<file path="config.mk">
export PLATFORM = sky130hd
export DESIGN_NAME = tconv_sched
export DESIGN_NICKNAME = d
export VERILOG_FILES = /design/src/rtl/tconv_pkg.sv /design/src/rtl/tconv_interval.sv /design/src/rtl/tconv_seq.sv /design/src/rtl/tconv_result.sv /design/src/rtl/tconv_sched.sv
export SDC_FILE = /design/constraint.sdc
export NUM_CORES = 1
export LEC_CHECK = 0
export CAP_MARGIN = 25
export CORE_ASPECT_RATIO = 0.7
export CORE_MARGIN = 5
export CORE_UTILIZATION = 42
export CTS_CLUSTER_SIZE = 14
export DETAILED_ROUTE_END_ITERATION = 7
export PLACE_DENSITY = 0.77
export SLEW_MARGIN = 20
export SYNTH_ARGS = -nofsm -noshare
export SYNTH_HDL_FRONTEND = slang
export SYNTH_SLANG_ARGS = --single-unit
</file>
<file path="constraint.sdc">
create_clock -name clk -period 1.2 [get_ports clk]
set_input_delay 0.24 -clock clk [delete_from_list [all_inputs] [get_ports clk]]
set_output_delay 0.24 -clock clk [all_outputs]
set_load 0.1 [all_outputs]
</file>
<file path="src/rtl/tconv_pkg.sv">
// Package: shared types and widths for the temperature conversion scheduler.
// Assumes: nothing beyond IEEE 1800-2017 synthesizable subset.
package tconv_pkg;

    // Width of the sensor temperature code (0.25 degC per LSB).
    localparam int unsigned TEMP_CODE_W = 10;

    // Sequencer state: idle, running an automatic conversion, or a software one.
    typedef enum logic [1:0] {
        SEQ_IDLE = 2'd0,
        SEQ_AUTO = 2'd1,
        SEQ_USER = 2'd2
    } seq_state_e;

endpackage

</file>
<file path="src/rtl/tconv_interval.sv">
// Module: tconv_interval
// Counts tick enables and raises a pending automatic-conversion request on
// every PERIOD_TICKS-th tick. The counter never restarts except at reset,
// so software conversions cannot shift the schedule. The request stays
// pending until the sequencer takes it.
// Assumes: PERIOD_TICKS >= 2; take_i is only asserted while pend_o is 1.
module tconv_interval #(
    parameter int unsigned PERIOD_TICKS = 64
) (
    input  logic clk,
    input  logic rst_n,
    input  logic tick_en,
    input  logic take_i,
    output logic pend_o
);

    localparam int unsigned CNT_W = (PERIOD_TICKS > 2) ? $clog2(PERIOD_TICKS) : 1;
    localparam logic [CNT_W-1:0] LAST = CNT_W'(PERIOD_TICKS - 1);

    logic [CNT_W-1:0] cnt_q;
    logic             pend_q;
    logic             due;

    // Boundary reached on this tick.
    assign due = tick_en && (cnt_q == LAST);

    // Free-running interval counter, wraps on the boundary.
    always_ff @(posedge clk) begin
        if (!rst_n) begin
            cnt_q <= '0;
        end else if (tick_en) begin
            cnt_q <= due ? '0 : cnt_q + 1'b1;
        end
    end

    // Pending request: set on the boundary, cleared when the sequencer takes it.
    always_ff @(posedge clk) begin
        if (!rst_n) begin
            pend_q <= 1'b0;
        end else begin
            pend_q <= (pend_q && !take_i) || due;
        end
    end

    assign pend_o = pend_q;

    // a pending request is never dropped, only taken
    pend_kept_chk: assert property (@(posedge clk) disable iff (!rst_n)
        $fell(pend_q) |-> $past(take_i));

    // the counter moves only on ticks
    cnt_tick_chk: assert property (@(posedge clk) disable iff (!rst_n)
        !$past(tick_en) && $past(rst_n) |-> $stable(cnt_q));

endmodule

</file>
<file path="src/rtl/tconv_seq.sv">
// Module: tconv_seq
// Conversion sequencer. Starts one conversion at a time, giving a pending
// automatic request priority over a software write in the same cycle. Keeps
// the convert bit for software conversions and the busy bit for both kinds;
// for software conversions busy rises only after BUSY_DLY_TICKS ticks.
// Assumes: BUSY_DLY_TICKS >= 1; done_i is only meaningful while running.
module tconv_seq
    import tconv_pkg::*;
#(
    parameter int unsigned BUSY_DLY_TICKS = 2
) (
    input  logic clk,
    input  logic rst_n,
    input  logic tick_en,
    input  logic wr_en,
    input  logic wr_conv,
    input  logic pend_i,
    input  logic done_i,
    output logic take_o,
    output logic start_o,
    output logic conv_o,
    output logic busy_o,
    output logic finish_o
);

    localparam int unsigned DLY_W = (BUSY_DLY_TICKS > 1) ? $clog2(BUSY_DLY_TICKS + 1) : 1;
    localparam logic [DLY_W-1:0] DLY_LAST = DLY_W'(BUSY_DLY_TICKS - 1);

    seq_state_e       state_q;
    logic             conv_q;
    logic             busy_q;
    logic             start_q;
    logic [DLY_W-1:0] dly_q;
    logic             idle;
    logic             user_go;
    logic             dly_hit;

    // Request decode: automatic first, software only when nothing is pending.
    always_comb begin
        idle     = (state_q == SEQ_IDLE);
        take_o   = idle && pend_i;
        user_go  = idle && !pend_i && wr_en && wr_conv;
        finish_o = !idle && done_i;
        dly_hit  = (state_q == SEQ_USER) && tick_en && !busy_q && (dly_q == DLY_LAST);
    end

    // One-cycle start pulse towards the sensor.
    always_ff @(posedge clk) begin
        if (!rst_n) begin
            start_q <= 1'b0;
        end else begin
            start_q <= take_o || user_go;
        end
    end

    // State, convert bit and busy bit.
    always_ff @(posedge clk) begin
        if (!rst_n) begin
            state_q <= SEQ_IDLE;
            conv_q  <= 1'b0;
            busy_q  <= 1'b0;
        end else begin
            case (state_q)
                SEQ_IDLE: begin
                    if (take_o) begin
                        state_q <= SEQ_AUTO;
                        busy_q  <= 1'b1;
                    end else if (user_go) begin
                        state_q <= SEQ_USER;
                        conv_q  <= 1'b1;
                    end
                end
                SEQ_AUTO: begin
                    if (done_i) begin
                        state_q <= SEQ_IDLE;
                        busy_q  <= 1'b0;
                    end
                end
                SEQ_USER: begin
                    if (done_i) begin
                        state_q <= SEQ_IDLE;
                        conv_q  <= 1'b0;
                        busy_q  <= 1'b0;
                    end else if (dly_hit) begin
                        busy_q  <= 1'b1;
                    end
                end
                default: begin
                    state_q <= SEQ_IDLE;
                    conv_q  <= 1'b0;
                    busy_q  <= 1'b0;
                end
            endcase
        end
    end

    // Tick counter for the delayed busy of software conversions.
    always_ff @(posedge clk) begin
        if (!rst_n) begin
            dly_q <= '0;
        end else if (user_go) begin
            dly_q <= '0;
        end else if ((state_q == SEQ_USER) && tick_en && !busy_q && !dly_hit) begin
            dly_q <= dly_q + 1'b1;
        end
    end

    assign start_o = start_q;
    assign conv_o  = conv_q;
    assign busy_o  = busy_q;

    // start is a single-cycle pulse
    start_pulse_chk: assert property (@(posedge clk) disable iff (!rst_n)
        start_q |=> !start_q);

    // convert bit rises together with a start pulse
    conv_start_chk: assert property (@(posedge clk) disable iff (!rst_n)
        $rose(conv_q) |-> start_q);

    // an automatic start raises busy with the start pulse
    auto_busy_chk: assert property (@(posedge clk) disable iff (!rst_n)
        $rose(busy_q) && !conv_q |-> start_q);

    // automatic and software conversions never overlap
    kind_excl_chk: assert property (@(posedge clk) disable iff (!rst_n)
        (state_q == SEQ_AUTO) |-> !conv_q);

endmodule

</file>
<file path="src/rtl/tconv_result.sv">
// Module: tconv_result
// Captures the sensor code on an accepted completion and raises a
// one-cycle update strobe for the compensation logic in the same cycle
// as the new code appears.
// Assumes: finish_i is already qualified by an active conversion.
module tconv_result #(
    parameter int unsigned CODE_W = 10
) (
    input  logic              clk,
    input  logic              rst_n,
    input  logic              finish_i,
    input  logic [CODE_W-1:0] result_i,
    output logic [CODE_W-1:0] code_o,
    output logic              upd_o
);

    logic [CODE_W-1:0] code_q;
    logic              upd_q;

    // Result latch and update strobe.
    always_ff @(posedge clk) begin
        if (!rst_n) begin
            code_q <= '0;
            upd_q  <= 1'b0;
        end else begin
            upd_q <= finish_i;
            if (finish_i) begin
                code_q <= result_i;
            end
        end
    end

    assign code_o = code_q;
    assign upd_o  = upd_q;

    // code changes only together with the update strobe
    code_hold_chk: assert property (@(posedge clk) disable iff (!rst_n)
        !upd_q |-> $stable(code_q));

    // update strobe lasts one cycle
    upd_pulse_chk: assert property (@(posedge clk) disable iff (!rst_n)
        upd_q |=> !upd_q);

endmodule

</file>
<file path="src/rtl/tconv_sched.sv">
// Module: tconv_sched (top)
// Temperature conversion scheduler: periodic interval counter, conversion
// sequencer and result latch. The periods are counted in tick enables.
// Assumes: the sensor asserts sns_done for one cycle, at some point after
// sns_start, with sns_result valid in that cycle.
module tconv_sched
    import tconv_pkg::*;
#(
    parameter int unsigned PERIOD_TICKS   = 64,
    parameter int unsigned BUSY_DLY_TICKS = 2
) (
    input  logic                   clk,
    input  logic                   rst_n,
    input  logic                   tick_en,
    input  logic                   cfg_wr_en,
    input  logic                   cfg_wr_conv,
    input  logic                   sns_done,
    input  logic [TEMP_CODE_W-1:0] sns_result,
    output logic                   sns_start,
    output logic                   conv_bit,
    output logic                   busy_bit,
    output logic [TEMP_CODE_W-1:0] temp_code,
    output logic                   comp_upd
);

    logic pend;
    logic take;
    logic finish;

    tconv_interval #(
        .PERIOD_TICKS(PERIOD_TICKS)
    ) u_interval (
        .clk     (clk),
        .rst_n   (rst_n),
        .tick_en (tick_en),
        .take_i  (take),
        .pend_o  (pend)
    );

    tconv_seq #(
        .BUSY_DLY_TICKS(BUSY_DLY_TICKS)
    ) u_seq (
        .clk      (clk),
        .rst_n    (rst_n),
        .tick_en  (tick_en),
        .wr_en    (cfg_wr_en),
        .wr_conv  (cfg_wr_conv),
        .pend_i   (pend),
        .done_i   (sns_done),
        .take_o   (take),
        .start_o  (sns_start),
        .conv_o   (conv_bit),
        .busy_o   (busy_bit),
        .finish_o (finish)
    );

    tconv_result #(
        .CODE_W(TEMP_CODE_W)
    ) u_result (
        .clk      (clk),
        .rst_n    (rst_n),
        .finish_i (finish),
        .result_i (sns_result),
        .code_o   (temp_code),
        .upd_o    (comp_upd)
    );

    // the convert bit clears only with the completion strobe
    conv_clear_chk: assert property (@(posedge clk) disable iff (!rst_n)
        $fell(conv_bit) |-> comp_upd);

    // after completion both status bits are low
    done_status_chk: assert property (@(posedge clk) disable iff (!rst_n)
        comp_upd |-> !conv_bit && !busy_bit);

endmodule

</file>
==> run metrics, run 1 <==
Synth Area in XOR/XNOR 0.03252; Gate power share 0.245; CP max FO 4; number of H-tree levels 1; clock slew at reported path FFs around 0.08 ns; Critical Path, Cell by Cell buf_6 > ha_4 > o41ai_2 > o311a_1; worst hold endpoint u_result.code_o[9]; setup_tns -0.03707 ns; fraction of layout cells with a size suffix above 1 0.4620; num ports 30; Synthesized Nets around 150; final setup violating endpoints 2; number of inserted diodes 0; wirelength, routed a little over 3 mm; CP Class flop to flop; Worst path slowest cell dfxtp_2; DIE HEIGHT ~52 um; clock share of power 0.274; CP arrival roughly 1.4 ns; largest delay contributor family on the critical path compound AO/OA/AOI/OAI gates; failing checks negative setup slack; Adder-Cell Fraction of Synth Area 0.05807; sequential cell area fraction in the yosys report 0.4646; WL/cell between 15 and 20 um; outcome complete, but fails checks; syn avg cell area approximately 8.6 um2; Reg2Reg Depth 4; via count between 1000 and 1500; VDD IR max approximately 0.00069 V; Leakage just over 0.0007 uW; HP Class flop to flop; # DRC 0; first-pass GRT wire length just under 5 mm; Net Sw Frac 0.2988; RSZ-0062 raised after global routing true; GRT Util Overall 0.1700; CTS Root Cell clkbuf_8; RR Startpoint u_seq.state_q[0]; Final GP Congestion 0.8799; hpwl dp 2.168 mm; setup slack after layout -0.02745 ns; CTS buffer count 3; Switching Power 557.2 uW; Port Buf Inserts 29; Final Power 1865 uW; Syn Inst Count 125; Peak Freq 814.7 MHz; starting density of the core 0.4382; vias in the first global route 1065; main combinational cell family by area after synthesis simple AND/OR/NAND/NOR gates; minimum clock period approximately 1.2 ns; fin nets 193; Max clock buf depth 2; max-cap viol count 0; Slew HR 0.7150; Simple-Gate Fraction of Synth Area 0.2369; TritonCTS clock tree yes; mux cell area share after synthesis 0.009292; Internal 1307 uW; r2r setup slk -0.03 ns; most frequent cells in the layout nand2_1 (27), buf_4 (16), dfxtp_2 (15); cts hold-fix bufs 0; Synth Area in Compound Gates 0.1452; Die ar. about 3700 um2; Horiz. Die Dim 70.53 um; required time worst endpoint approximately 1.4 ns; initial antenna violation count 0; initial DRC count 74; Layout Skew around 0.0095 ns; sequential share of power 0.481; synth unique cells 33; Site Rows 15; reg-to-reg endpoint u_seq.conv_o; worst slew pin tran between 0.4 and 0.5 ns; largest net degree at the start of global routing 17; YS warnings 0; crit path buf inv count 1; TritonCTS Sinks 25; Netlist Area Pre-Place 1077 um2; final period utilization 1.023; Overflow after GRT 0; Layout area overhead 73.52%; worst slack at placement -0.3471 ns; Worst Hold Depth 2; Slew Limit Fails 0; crit-path max cell delay between 0.3 and 0.4 ns; Startpoint Class flop; post-route ant nets 0; Fin. Hold Viols 0; most common cell after layout, fill and taps aside nand2_1; P per Cell Area roughly 1000 nW/um2; critical path endpoint category flop; Yosys reg bits 25; Vias/cell about 5.1; Min-Delay Startpoint u_result.code_o[9]; Skew-Pair Late Insertion Delay ~0.28 ns; core area about 2500 um2; DRT Pass-1 Iters 4
==> kinds of logic (layout without fill, tap and decap cells) <==
family	count (synthesis)	after routing
multiplexers	1	1
buffers and inverters	12	58
adder cells (fa/ha/maj)	5	5
AND/OR/NAND/NOR	54	54
AO/OA/AOI/OAI	24	24
flip-flops	25	25
XOR/XNOR	4	4
==> cells in the mapped netlist, drive strengths merged <==
library cell / count / area [um2]
o21ai: 3 / 15.01
xnor2: 1 / 8.760
nand2b: 2 / 12.51
clkbuf: 1 / 5.000
o311a: 1 / 10.01
a211oi: 2 / 20.02
dfxtp: 25 / 500.5
a31oi: 1 / 6.260
nand3: 3 / 15.01
nand2: 27 / 101.4
buf: 5 / 30.02
and4bb: 1 / 12.51
o221a: 1 / 11.26
nor2b: 5 / 31.28
nand4: 2 / 18.77
mux2i: 1 / 10.01
o41ai: 1 / 8.760
nand3b: 2 / 15.01
ha: 5 / 62.56
o21a: 1 / 7.510
inv: 6 / 22.52
xor2: 3 / 26.28
or3: 1 / 6.260
nor3: 1 / 5.000
a31o: 1 / 8.760
a21oi: 12 / 60.06
a221oi: 1 / 8.760
nor2: 10 / 37.54
==> power by group through the flow <==
| stage | Sequential (uW) | Clock (uW) | Combinational, uW |
|---|---|---|---|
| 3_3_place_gp | 910 | 0 | 406 |
| 6_report | 896 | 511 | 457 |
| 2_1_floorplan | 1030 | 0 | 117 |
| 5_1_grt | 901 | 568 | 480 |
| 4_1_cts | 895 | 530 | 433 |
| 3_5_place_dp | 912 | 0 | 417 |
==> per-stage QoR <==
stage | area, um2 | util | hold slack [ns] | std cells
after detailed placement | 1667 | 0.6779 | 0.4727 | 196
final | 1869 | 0.7603 | 0.4873 | 205
after CTS | 1797 | 0.7308 | 0.4858 | 202
after global placement | 1667 | 0.6779 | 0.4638 | 196
after global routing | 1869 | 0.7603 | 0.4966 | 205
after floorplan | 1139 | - | 0.3685 | 125
==> what timing repair did <==
action                                  in CTS  in global routing
endpoints found under the setup margin       7                 19
resized for setup                           18                 17
cloned                                       0                  2
pin swaps                                    6                  9
setup buffers                                2                  1
==> flip-flops by register name, summed over array words and instances (netlist names) <==
register           flops
u_seq.conv_o           1
u_result.upd_o         1
u_seq.dly_q            2
u_seq.busy_o           1
u_seq.start_o          1
u_interval.cnt_q       6
u_seq.state_q          2
u_interval.pend_o      1
u_result.code_o       10
==> how the worst max path moves through the flow <==
stage                startpoint                  end  slack (ns)  cells past startpoint
2_1_floorplan  u_seq.state_q[0]       u_seq.dly_q[1]       -0.05                      6
3_3_place_gp            tick_en  u_interval.cnt_q[5]       -0.26                      4
3_5_place_dp            tick_en  u_interval.cnt_q[0]       -0.35                      5
4_1_cts        u_seq.state_q[0]         u_seq.conv_o       -0.02                      4
5_1_grt        u_seq.state_q[0]         u_seq.conv_o       -0.06                      4
6_report       u_seq.state_q[0]         u_seq.conv_o       -0.03                      4
==> routing by layer <==
| layer | GRT usage | wire length [um] | vias up |
|---|---|---|---|
| met4 | 0.09063 | 33 | 0 |
| met3 | 0.04789 | 115 | 4 |
| li1 | - | - | 518 |
| met5 | 0 | 0 | - |
| met2 | 0.2966 | 1551 | 23 |
| met1 | 0.1912 | 1396 | 506 |
==> worst reg2reg max path: stages (launching register included) <==
cell,delay (ns)
dfxtp_2,0.34
buf_6,0.12
ha_4,0.17
o41ai_2,0.33
o311a_1,0.21
==> area by class of cell <==
type	instances	area [um2]
timing repair buffer	48	581.8
fill	153	589.3
sequential	25	530.5
tap	34	42.54
clock buffer	3	41.29
inverter	6	25.02
clock inverter	1	7.507
multi-input combinational	88	640.6
Note: power is estimated with default switching activity, not from simulation.
==> run 2: changes to the inputs <==
--- a/config.mk
+++ b/config.mk
@@ -9,6 +9,7 @@
 export CORE_ASPECT_RATIO = 0.7
 export CORE_MARGIN = 5
 export CORE_UTILIZATION = 42
+export CTS_CLUSTER_DIAMETER = 60
 export CTS_CLUSTER_SIZE = 14
 export DETAILED_ROUTE_END_ITERATION = 7
 export PLACE_DENSITY = 0.77
==> results of run 2 <==
No change in the layout: final DEF, timing and power equal those of run 1.
